## src/rtl/frc_pkg.sv

```systemverilog
package frc_pkg;

    typedef enum logic {
        HOLD_LIVE,
        HOLD_FROZEN
    } hold_state_e;

    typedef enum logic {
        ARM_IDLE,
        ARM_READY
    } arm_state_e;

endpackage

```

## src/rtl/frc_prescale.sv

```systemverilog
module frc_prescale #(
    parameter int DIV = 4
) (
    input  logic clk,
    input  logic rst_n,
    input  logic run,
    output logic tick
);
    localparam int PW = (DIV > 1) ? $clog2(DIV) : 1;
    localparam logic [PW-1:0] LAST = PW'(DIV - 1);

    logic [PW-1:0] phase_q;

    always_ff @(posedge clk or negedge rst_n) begin
        if (!rst_n) begin
            phase_q <= '0;
        end else if (!run) begin
            phase_q <= '0;
        end else if (phase_q == LAST) begin
            phase_q <= '0;
        end else begin
            phase_q <= phase_q + 1'b1;
        end
    end

    assign tick = run && (phase_q == LAST);

    generate
        if (DIV > 1) begin : g_gap
            // ticks are never back to back
            a_r3_tick_gap: assert property (@(posedge clk) disable iff (!rst_n)
                tick |=> !tick);
        end
    endgenerate

endmodule

```

## src/rtl/frc_count.sv

```systemverilog
module frc_count #(
    parameter int W = 16,
    parameter logic [W-1:0] RESET_VAL = '1
) (
    input  logic         clk,
    input  logic         rst_n,
    input  logic         tick,
    output logic [W-1:0] count,
    output logic         wrap
);
    logic [W-1:0] count_q;

    always_ff @(posedge clk or negedge rst_n) begin
        if (!rst_n) begin
            count_q <= RESET_VAL;
        end else if (tick) begin
            count_q <= count_q + 1'b1;
        end
    end

    assign count = count_q;
    assign wrap  = tick && (count_q == '1);

    // the count only ever holds or steps by one
    a_r3_single_step: assert property (@(posedge clk) disable iff (!rst_n)
        1'b1 |=> (count_q == $past(count_q)) || (count_q == $past(count_q) + 1'b1));

endmodule

```

## src/rtl/frc_hold.sv

```systemverilog
module frc_hold
    import frc_pkg::*;
#(
    parameter int DW = 8
) (
    input  logic          clk,
    input  logic          rst_n,
    input  logic          hi_read,
    input  logic          lo_read,
    input  logic [DW-1:0] live_lo,
    output logic [DW-1:0] lo_view
);
    hold_state_e   state_q, state_d;
    logic [DW-1:0] buf_q;

    always_comb begin
        state_d = state_q;
        unique case (state_q)
            HOLD_LIVE:   if (hi_read) state_d = HOLD_FROZEN;
            HOLD_FROZEN: if (lo_read) state_d = HOLD_LIVE;
        endcase
    end

    always_ff @(posedge clk or negedge rst_n) begin
        if (!rst_n) begin
            state_q <= HOLD_LIVE;
        end else begin
            state_q <= state_d;
        end
    end

    always_ff @(posedge clk or negedge rst_n) begin
        if (!rst_n) begin
            buf_q <= '0;
        end else if (state_q == HOLD_LIVE && hi_read) begin
            buf_q <= live_lo;
        end
    end

    always_comb begin
        unique case (state_q)
            HOLD_LIVE:   lo_view = live_lo;
            HOLD_FROZEN: lo_view = buf_q;
        endcase
    end

    // a frozen capture survives repeated high-byte reads
    a_r6_frozen_stable: assert property (@(posedge clk) disable iff (!rst_n)
        (state_q == HOLD_FROZEN && !lo_read) |=> (state_q == HOLD_FROZEN) && $stable(buf_q));

    // a low-byte read always leaves the machine live
    a_r7_release: assert property (@(posedge clk) disable iff (!rst_n)
        (lo_read && !hi_read) |=> state_q == HOLD_LIVE);

endmodule

```

## src/rtl/frc_ovf.sv

```systemverilog
module frc_ovf
    import frc_pkg::*;
(
    input  logic clk,
    input  logic rst_n,
    input  logic wrap,
    input  logic status_read,
    input  logic clear_read,
    input  logic ie,
    output logic flag,
    output logic irq
);
    arm_state_e arm_q, arm_d;
    logic       flag_q;
    logic       irq_q;

    always_comb begin
        arm_d = arm_q;
        unique case (arm_q)
            ARM_IDLE:  if (status_read && flag_q) arm_d = ARM_READY;
            ARM_READY: if (clear_read)            arm_d = ARM_IDLE;
        endcase
    end

    always_ff @(posedge clk or negedge rst_n) begin
        if (!rst_n) begin
            arm_q <= ARM_IDLE;
        end else begin
            arm_q <= arm_d;
        end
    end

    always_ff @(posedge clk or negedge rst_n) begin
        if (!rst_n) begin
            flag_q <= 1'b0;
            irq_q  <= 1'b0;
        end else begin
            irq_q <= flag_q && ie;
            if (wrap) begin
                flag_q <= 1'b1;
            end else if (clear_read && arm_q == ARM_READY) begin
                flag_q <= 1'b0;
            end
        end
    end

    assign flag = flag_q;
    assign irq  = irq_q;

    // a rising request needs flag and enable one clock earlier
    a_r5_irq_source: assert property (@(posedge clk) disable iff (!rst_n)
        $rose(irq_q) |-> $past(flag_q && ie));

    // a wrap always leaves the flag set
    a_r4_wrap_sets: assert property (@(posedge clk) disable iff (!rst_n)
        wrap |=> flag_q);

endmodule

```

## src/rtl/frc_timer.sv

```systemverilog
module frc_timer #(
    parameter int AW       = 8,
    parameter int DW       = 8,
    parameter int PRESCALE = 4,
    parameter logic [2*DW-1:0] RESET_COUNT = 'hFFFC,
    parameter logic [AW-1:0] CTRL_ADDR   = 'h12,
    parameter logic [AW-1:0] STAT_ADDR   = 'h13,
    parameter logic [AW-1:0] CMP_HI_ADDR = 'h16,
    parameter logic [AW-1:0] CMP_LO_ADDR = 'h17,
    parameter logic [AW-1:0] CNT_HI_ADDR = 'h18,
    parameter logic [AW-1:0] CNT_LO_ADDR = 'h19,
    parameter logic [AW-1:0] ALT_HI_ADDR = 'h1A,
    parameter logic [AW-1:0] ALT_LO_ADDR = 'h1B,
    parameter int RUN_BIT  = 0,
    parameter int IE_BIT   = 1,
    parameter int FLAG_BIT = DW - 1
) (
    input  logic          clk,
    input  logic          rst_n,
    input  logic [AW-1:0] addr,
    input  logic          rd,
    input  logic          wr,
    input  logic [DW-1:0] wdata,
    output logic [DW-1:0] rdata,
    output logic          irq
);
    localparam int CW = 2 * DW;

    logic          run_q, ie_q;
    logic [CW-1:0] cmp_q;
    logic [CW-1:0] count;
    logic          tick, wrap, flag;
    logic [DW-1:0] lo_view;

    logic rd_cnt_hi, rd_alt_hi, rd_any_lo, rd_stat;

    assign rd_cnt_hi = rd && (addr == CNT_HI_ADDR);
    assign rd_alt_hi = rd && (addr == ALT_HI_ADDR);
    assign rd_any_lo = rd && ((addr == CNT_LO_ADDR) || (addr == ALT_LO_ADDR));
    assign rd_stat   = rd && (addr == STAT_ADDR);

    always_ff @(posedge clk or negedge rst_n) begin
        if (!rst_n) begin
            run_q <= 1'b0;
            ie_q  <= 1'b0;
        end else if (wr && addr == CTRL_ADDR) begin
            run_q <= wdata[RUN_BIT];
            ie_q  <= wdata[IE_BIT];
        end
    end

    // compare value: storage only, untouched by reset
    always_ff @(posedge clk) begin
        if (wr && addr == CMP_HI_ADDR) cmp_q[CW-1:DW] <= wdata;
        if (wr && addr == CMP_LO_ADDR) cmp_q[DW-1:0]  <= wdata;
    end

    frc_prescale #(.DIV(PRESCALE)) u_pre (
        .clk   (clk),
        .rst_n (rst_n),
        .run   (run_q),
        .tick  (tick)
    );

    frc_count #(.W(CW), .RESET_VAL(RESET_COUNT)) u_cnt (
        .clk   (clk),
        .rst_n (rst_n),
        .tick  (tick),
        .count (count),
        .wrap  (wrap)
    );

    frc_hold #(.DW(DW)) u_hold (
        .clk     (clk),
        .rst_n   (rst_n),
        .hi_read (rd_cnt_hi || rd_alt_hi),
        .lo_read (rd_any_lo),
        .live_lo (count[DW-1:0]),
        .lo_view (lo_view)
    );

    frc_ovf u_ovf (
        .clk         (clk),
        .rst_n       (rst_n),
        .wrap        (wrap),
        .status_read (rd_stat),
        .clear_read  (rd_cnt_hi),
        .ie          (ie_q),
        .flag        (flag),
        .irq         (irq)
    );

    always_comb begin
        rdata = '0;
        if (rd) begin
            case (addr)
                CTRL_ADDR: begin
                    rdata[RUN_BIT] = run_q;
                    rdata[IE_BIT]  = ie_q;
                end
                STAT_ADDR:   rdata[FLAG_BIT] = flag;
                CMP_HI_ADDR: rdata = cmp_q[CW-1:DW];
                CMP_LO_ADDR: rdata = cmp_q[DW-1:0];
                CNT_HI_ADDR: rdata = count[CW-1:DW];
                ALT_HI_ADDR: rdata = count[CW-1:DW];
                CNT_LO_ADDR: rdata = lo_view;
                ALT_LO_ADDR: rdata = lo_view;
                default:     rdata = '0;
            endcase
        end
    end

    // a stopped timer keeps its count
    a_r2_stopped_holds: assert property (@(posedge clk) disable iff (!rst_n)
        !run_q |=> $stable(count));

    // the flag is set whenever the count has just wrapped
    a_r4_wrap_flag: assert property (@(posedge clk) disable iff (!rst_n)
        (($past(count) == '1) && (count == '0)) |-> flag);

    // the flag only falls after a primary high-byte read
    a_r8_clear_source: assert property (@(posedge clk) disable iff (!rst_n)
        $fell(flag) |-> $past(rd && addr == CNT_HI_ADDR));

    // alternate-window reads never drop the flag
    a_r9_alt_keeps_flag: assert property (@(posedge clk) disable iff (!rst_n)
        (rd && (addr == ALT_HI_ADDR || addr == ALT_LO_ADDR)) |=> !$fell(flag));

endmodule

```

## config.mk

```make
export PLATFORM = sky130hd
export DESIGN_NAME = frc_timer
export DESIGN_NICKNAME = d
export VERILOG_FILES = /design/src/rtl/frc_pkg.sv /design/src/rtl/frc_prescale.sv /design/src/rtl/frc_count.sv /design/src/rtl/frc_hold.sv /design/src/rtl/frc_ovf.sv /design/src/rtl/frc_timer.sv
export SDC_FILE = /design/constraint.sdc
export NUM_CORES = 1
export LEC_CHECK = 0
export BUFFER_PORTS_ARGS = -buffer_cell sky130_fd_sc_hd__buf_2
export CAP_MARGIN = 5
export CORE_AREA = 3 3 77 79
export CTS_CLUSTER_DIAMETER = 100
export DETAILED_ROUTE_END_ITERATION = 16
export DIE_AREA = 0 0 80 82
export GPL_TIMING_DRIVEN = 0
export PLACE_DENSITY = 0.59
export SYNTH_ARGS = -nofsm -noshare
export SYNTH_HDL_FRONTEND = slang
export SYNTH_SLANG_ARGS = --single-unit
```

## constraint.sdc

```tcl
create_clock -name clk -period 1.8 [get_ports clk]
set_input_delay 0.27 -clock clk [delete_from_list [all_inputs] [get_ports clk]]
set_output_delay 0.27 -clock clk [all_outputs]
set_load 0.05 [all_outputs]
```

# [Word-level counts from Yosys, hierarchy flattened]
# Cells that the tools add are included.
[totals] reg_bits=48 output_inout_bits=9 word_cells=58
[op_classes] n_addsub=2 eq_ne=10 mux=15 bitwise_logic=2 reduce_logical=18
[ops] operator="$eq 8x5->1 const B" count=8
[ops] operator="$pmux 5 s4" count=1
[ops] operator="$add 16x1->16 const B" count=1
[ops] operator="$eq 16x16->1 const B" count=1
[ops] operator="$pmux 8 s2" count=1
[ops] operator="$logic_and 1x1->1" count=13
[ops] operator="$pmux 2 s5" count=1
[ops] operator="$mux 8" count=1
[ops] operator="$mux 1" count=6
[ops] operator="$pmux 1 s5" count=1
[ops] operator="$mux 2" count=2
[ops] operator="$pmux 1 s2" count=2
[ops] operator="$reduce_or 2->1" count=2
[ops] operator="$add 2x1->2 const B" count=1
[ops] operator="$eq 2x2->1 const B" count=1
[ops] operator="$logic_or 1x1->1" count=2
[ops] operator="$not 1->1" count=2
[ops] operator="$reduce_bool 2->1" count=1

# [Logic depth before layout (Yosys ltp)]
[depth] depth_word=5 depth_mapped=6

# [Hierarchy]
# A second synthesis with hierarchy kept.
[hier_totals] hier_cells=199 hier_area_um2=2489.9
[by_module_without_submodules] mod="frc_timer" n_inst=1 cells_per_inst=91 area_each_um2=1044.8 seq_area_each_um2=530.5
[by_module_without_submodules] mod="frc_count" n_inst=1 cells_per_inst=64 area_each_um2=769.5 seq_area_each_um2=417.9
[by_module_without_submodules] mod="frc_hold" n_inst=1 cells_per_inst=30 area_each_um2=480.5 seq_area_each_um2=225.2
[by_module_without_submodules] mod="frc_ovf" n_inst=1 cells_per_inst=8 area_each_um2=106.4 seq_area_each_um2=75.1
[by_module_without_submodules] mod="frc_prescale" n_inst=1 cells_per_inst=6 area_each_um2=88.8 seq_area_each_um2=50.0

# [Worst setup path before layout]
# OpenSTA, ideal clock, no wires.
[synth_timing] path_kind="input to output" startpoint="in addr[0]" endpoint="out rdata[0]" t_arrival_ns=1.849 slack_ns=-0.319 stages=5 path_buffers=3 path_cell_list="clkbuf_1 > buf_2 > buf_2 > o21ai_0 > o2bb2ai_1"
[synth_between] elab_chain_cells=4 elab_cells_between_ends=11 classes_between="7 x eq/ne; 2 x mux; 2 x reduce/logical"
[synth_lines] item="start, declared" line_no="frc_timer.sv:20" source="input logic [AW-1:0] addr,"
[synth_lines] item="$eq 8x5->1" line_no="frc_timer.sv:96" source="case (addr)"
[synth_lines] item="$reduce_or 2->1 (no source line)"
[synth_lines] item="$pmux 2 s5 *" line_no="frc_timer.sv:96"
[synth_lines] item="$mux 8 *" line_no="frc_timer.sv:95" source="if (rd) begin"
[synth_lines] item="end, declared" line_no="frc_timer.sv:24" source="output logic [DW-1:0] rdata,"
# Mark *: on every way between the ends. The rest lies on a longest branch, timed or not.

# [Worst setup path after layout]
[layout_timing] startpoint="reg u_hold.state_q" endpoint="out rdata[1]"
[layout_between] elab_chain_cells=4
[layout_lines] item="start, declared" line_no="frc_hold.sv:13" source="hold_state_e state_q, state_d;"
[layout_lines] item="start signal, assigned" line_no="frc_hold.sv:28" source="state_q <= state_d;"
[layout_lines] item="$not 1->1"
[layout_lines] item="$pmux 8 s2 *" line_no="frc_hold.sv:41" source="unique case (state_q)"
[layout_lines] item="$pmux 2 s5 *" line_no="frc_timer.sv:96"
[layout_lines] item="$mux 8 *" line_no="frc_timer.sv:95"
# Marks and branches as above.

==> out/summary.md <==
- 526 MHz — maximum clock frequency
- -0.102 ns — final worst setup slack
- setup timing — violations in the final reports
- 0.083 — combinational share of power
- 6560 µm² — area of the die
- 0.316 — part of the power in the clock network
- true — unrepaired setup endpoints after global routing
- 0.30 ns — later-pin clock latency in the skew report
- 82 µm — height of the die
- 0.601 — sequential share of power
- 8 — Final Setup Violations
- done — TritonCTS clock tree
- flip-flop to primary output — Worst Path Class, Setup
- 0 — Hold Violations, Final
- 1.06 — part of the cycle the worst path needs
- 5410 µm² — Std-Cell Core Area
- 1.90 ns — final critical-path required period
- u_pre.phase_q[0] — r2r startpoint
- 12.5 µm² — synthesized area per cell
- -0.297 ns — sum of negative setup slack
- 0 — maximum capacitance violations
- 1532 — total vias in the final route
- 0 — initial antenna violation count
- 1.14 nW — Leak Pwr
- 22.3% — layout-stage area growth over the synthesis result
- 29 — I/O Pins
- 0.667 — share of async-settable or async-resettable flops after synthesis
- 186 — Syn Inst Count
- 0.0395 — met3 track demand over resource in global routing
- 3320 µm — detailed placer's ending HPWL
- primary output — CP endpoint kind
- 0 — # hold bufs at CTS
- 2 — Max clock buf depth
- 52 — count of routing violations after the opening detailed-route iteration
- 0.789 — Final GP Congestion
- 7 — cell count of the worst reg-to-reg path
- 0 — remaining number of nets flagged by the antenna check after routing
- 0.226 — switching power as a share of total power
- 208 — net count after synthesis
- 0.00971 ns — worst clock skew
- 5.16 — per-cell via count in the routed design
- 1509 — vias in the first global route
- 0 — count of synthesis-stage warnings from yosys
- 36 — distinct cell type count of the synthesized netlist
- flip-flop — startpoint class of the critical path
- 33 — maximum number of pins on one net before global-route repair
- 5 — CTS buffer count
- 48 — total clock sinks
- sky130_fd_sc_hd__clkbuf_8 — CTS Root Cell
- 27 — # rows
- 671 nW/µm² — power density over the cells
- 246 — post-layout net count
- input pin to async pin — class of the tightest hold or removal check
- 2330 µm² — post-synthesis cell area
- 16 — EDFF count, synth
- 1.63 ns — data arrival time of the worst path
- 0.09 ns — clock transition at the register clock pins on the worst setup and hold paths after CTS
- 0 — final max-slew violation count
- 0.432 mW — switching power summed over all nets
- 0.226 — global routing met2 resource utilization
- 0 — total overflow reported by the global router
- 0.430 — starting density of the core
- 1.91 mW — total power after layout
- 80 µm — overall die width
- 27 — count of port buffers added during placement
- 0.525 — Slew headroom
- 0.21 ns — flop2flop setup slack
- 0.000448 V — maximum vdd drop
- 7770 µm — wire length of the first global-routing pass
- 1.53 ns — required time of the critical path
- u_cnt.count[14] — Reg-to-Reg End
- 4 — number of optimization iterations in the first detailed-route pass
- 0.0165 ns — worst hold-check slack
- 0 — Inserted Diodes
- 0 — DRC violations left
- finished with violations — status
- 2 — H-tree depth
- sky130_fd_sc_hd__dfrtp_1 — prevailing post-synth register cell
- 0.713 ns — Tightest Pin Transition
- 4790 µm — Post-Route WL
- met1 — GRT Max-Usage Layer
- 0.558 — proportion of synthesized chip area in sequential cells
- 48 — post-synthesis register bit count
- 1.48 mW — Internal Power
- 0.227 — global-route track usage on met1
- 0.156 — GRT Util Overall
- 16.1 µm — Routed wire per std cell
- 0.431 — share of final-layout standard cells stronger than drive strength 1
- 5 — crit path max fanout
worst max-delay path by stage:
stage | from | to | slack, ns | depth (start not counted)
finish | u_hold.state_q | rdata[1] | -0.10 | 5
global route | u_hold.state_q | rdata[1] | -0.15 | 5
detailed placement | addr[5] | cmp_q[0] | -0.60 | 4
floorplan | addr[0] | rdata[0] | -0.05 | 5
global placement | addr[5] | cmp_q[2] | -0.55 | 4
CTS | u_hold.state_q | rdata[7] | -0.1 | 5
area by class of cell:
cell class / count / area (µm²)
Buffer: 7 / 45.0
Clock inverter: 1 / 5.00
Tap cell: 72 / 90.1
Multi-Input combinational cell: 127 / 1070
Fill cell: 478 / 2560
Sequential cell: 48 / 1300
Timing Repair Buffer: 32 / 250
Inverter: 3 / 11.3
Clock buffer: 7 / 76.3
logic make-up after synthesis:
group | after synthesis | share of synthesized area
AND/OR/NAND/NOR | 62 | 0.164
multiplexers | 27 | 0.122
buffers and inverters | 11 | 0.0204
adder cells (fa/ha/maj) | 2 | 0.0108
XOR/XNOR | 15 | 0.0565
AO/OA/AOI/OAI | 21 | 0.0683
flip-flops | 48 | 0.558
Yosys cell counts (3+ instances only):
cell	n	area share
sky130_fd_sc_hd__a211oi_1	6	0.019
sky130_fd_sc_hd__and3_1	4	0.011
sky130_fd_sc_hd__buf_2	5	0.011
sky130_fd_sc_hd__clkbuf_1	3	0.0048
sky130_fd_sc_hd__dfrtp_1	18	0.19
sky130_fd_sc_hd__dfstp_2	14	0.16
sky130_fd_sc_hd__edfxtp_1	16	0.21
sky130_fd_sc_hd__inv_1	3	0.0048
sky130_fd_sc_hd__mux2_2	11	0.053
sky130_fd_sc_hd__mux2i_1	16	0.069
sky130_fd_sc_hd__nand2_1	10	0.016
sky130_fd_sc_hd__nand3_1	5	0.011
sky130_fd_sc_hd__nand4_1	5	0.013
sky130_fd_sc_hd__nor2_1	18	0.029
sky130_fd_sc_hd__nor3_1	5	0.011
sky130_fd_sc_hd__nor3b_1	4	0.013
sky130_fd_sc_hd__o21a_1	5	0.016
sky130_fd_sc_hd__o2bb2ai_1	3	0.011
sky130_fd_sc_hd__xnor2_1	10	0.038
sky130_fd_sc_hd__xor2_1	5	0.019
critical path, stage by stage (launching register included):
cell	delay (ns)
sky130_fd_sc_hd__dfrtp_1	0.38
sky130_fd_sc_hd__buf_6	0.16
sky130_fd_sc_hd__mux2i_2	0.23
sky130_fd_sc_hd__a211oi_2	0.09
sky130_fd_sc_hd__a311o_2	0.32
sky130_fd_sc_hd__buf_6	0.16
layout by cell type (no fill, tap or decap), types with 5 or more instances in the layout:
| master | n |
|---|---|
| sky130_fd_sc_hd__buf_4 | 7 |
| sky130_fd_sc_hd__dfstp_2 | 14 |
| sky130_fd_sc_hd__xnor2_1 | 10 |
| sky130_fd_sc_hd__dfrtp_1 | 18 |
| sky130_fd_sc_hd__buf_2 | 19 |
| sky130_fd_sc_hd__mux2_2 | 11 |
| sky130_fd_sc_hd__clkbuf_8 | 5 |
| sky130_fd_sc_hd__nor3_1 | 5 |
| sky130_fd_sc_hd__a211oi_2 | 6 |
| sky130_fd_sc_hd__o21a_2 | 5 |
| sky130_fd_sc_hd__nand2_1 | 10 |
| sky130_fd_sc_hd__nand4_1 | 5 |
| sky130_fd_sc_hd__xor2_1 | 5 |
| sky130_fd_sc_hd__mux2i_1 | 11 |
| sky130_fd_sc_hd__nor2_1 | 17 |
| sky130_fd_sc_hd__buf_6 | 7 |
| sky130_fd_sc_hd__nand3_1 | 5 |
| sky130_fd_sc_hd__mux2i_2 | 5 |
| sky130_fd_sc_hd__edfxtp_1 | 16 |
what timing repair did:
| item | CTS | global route |
|---|---|---|
| endpoints found under the hold margin | 0 | 0 |
| setup endpoints to repair | 24 | 27 |
| pin swaps | 10 | 4 |
| resized for setup | 37 | 8 |
| cloned | 1 | 0 |
| setup buffers | 3 | 1 |
metal layers:
metal  vias to the layer above  share of wire
li1                        751              -
met1                       739           0.50
met2                        33           0.44
met3                         9          0.041
met4                         0          0.017
met5                         -              0
sequential cells by signal (all words and copies together) (netlist names):
name and cells:
cmp_q 16, u_cnt.count 16, u_hold.buf_q 8, u_pre.phase_q 2
ie_q 1, run_q 1, u_hold.state_q 1, u_ovf.arm_q 1
u_ovf.flag 1, u_ovf.irq 1
power groups by stage:
| stage | Sequential (mW) | Clock [mW] | Combinational (mW) |
|---|---|---|---|
| floorplan | 1.17 | 0 | 0.0713 |
| detailed placement | 1.17 | 0 | 0.133 |
| finish | 1.15 | 0.605 | 0.159 |
| CTS | 1.15 | 0.638 | 0.155 |
| global route | 1.15 | 0.681 | 0.172 |
| global placement | 1.17 | 0 | 0.132 |
metrics by stage:
step | util | instances | cell area (µm²) | worst slack, ns
floorplan | - | 186 | 2350 | -0.0476
global placement | 0.476 | 285 | 2570 | -0.551
detailed placement | 0.476 | 285 | 2570 | -0.600
CTS | 0.521 | 296 | 2810 | -0.0988
global route | 0.526 | 297 | 2850 | -0.152
finish | 0.526 | 297 | 2850 | -0.102
(Power assumes the default switching activity.)
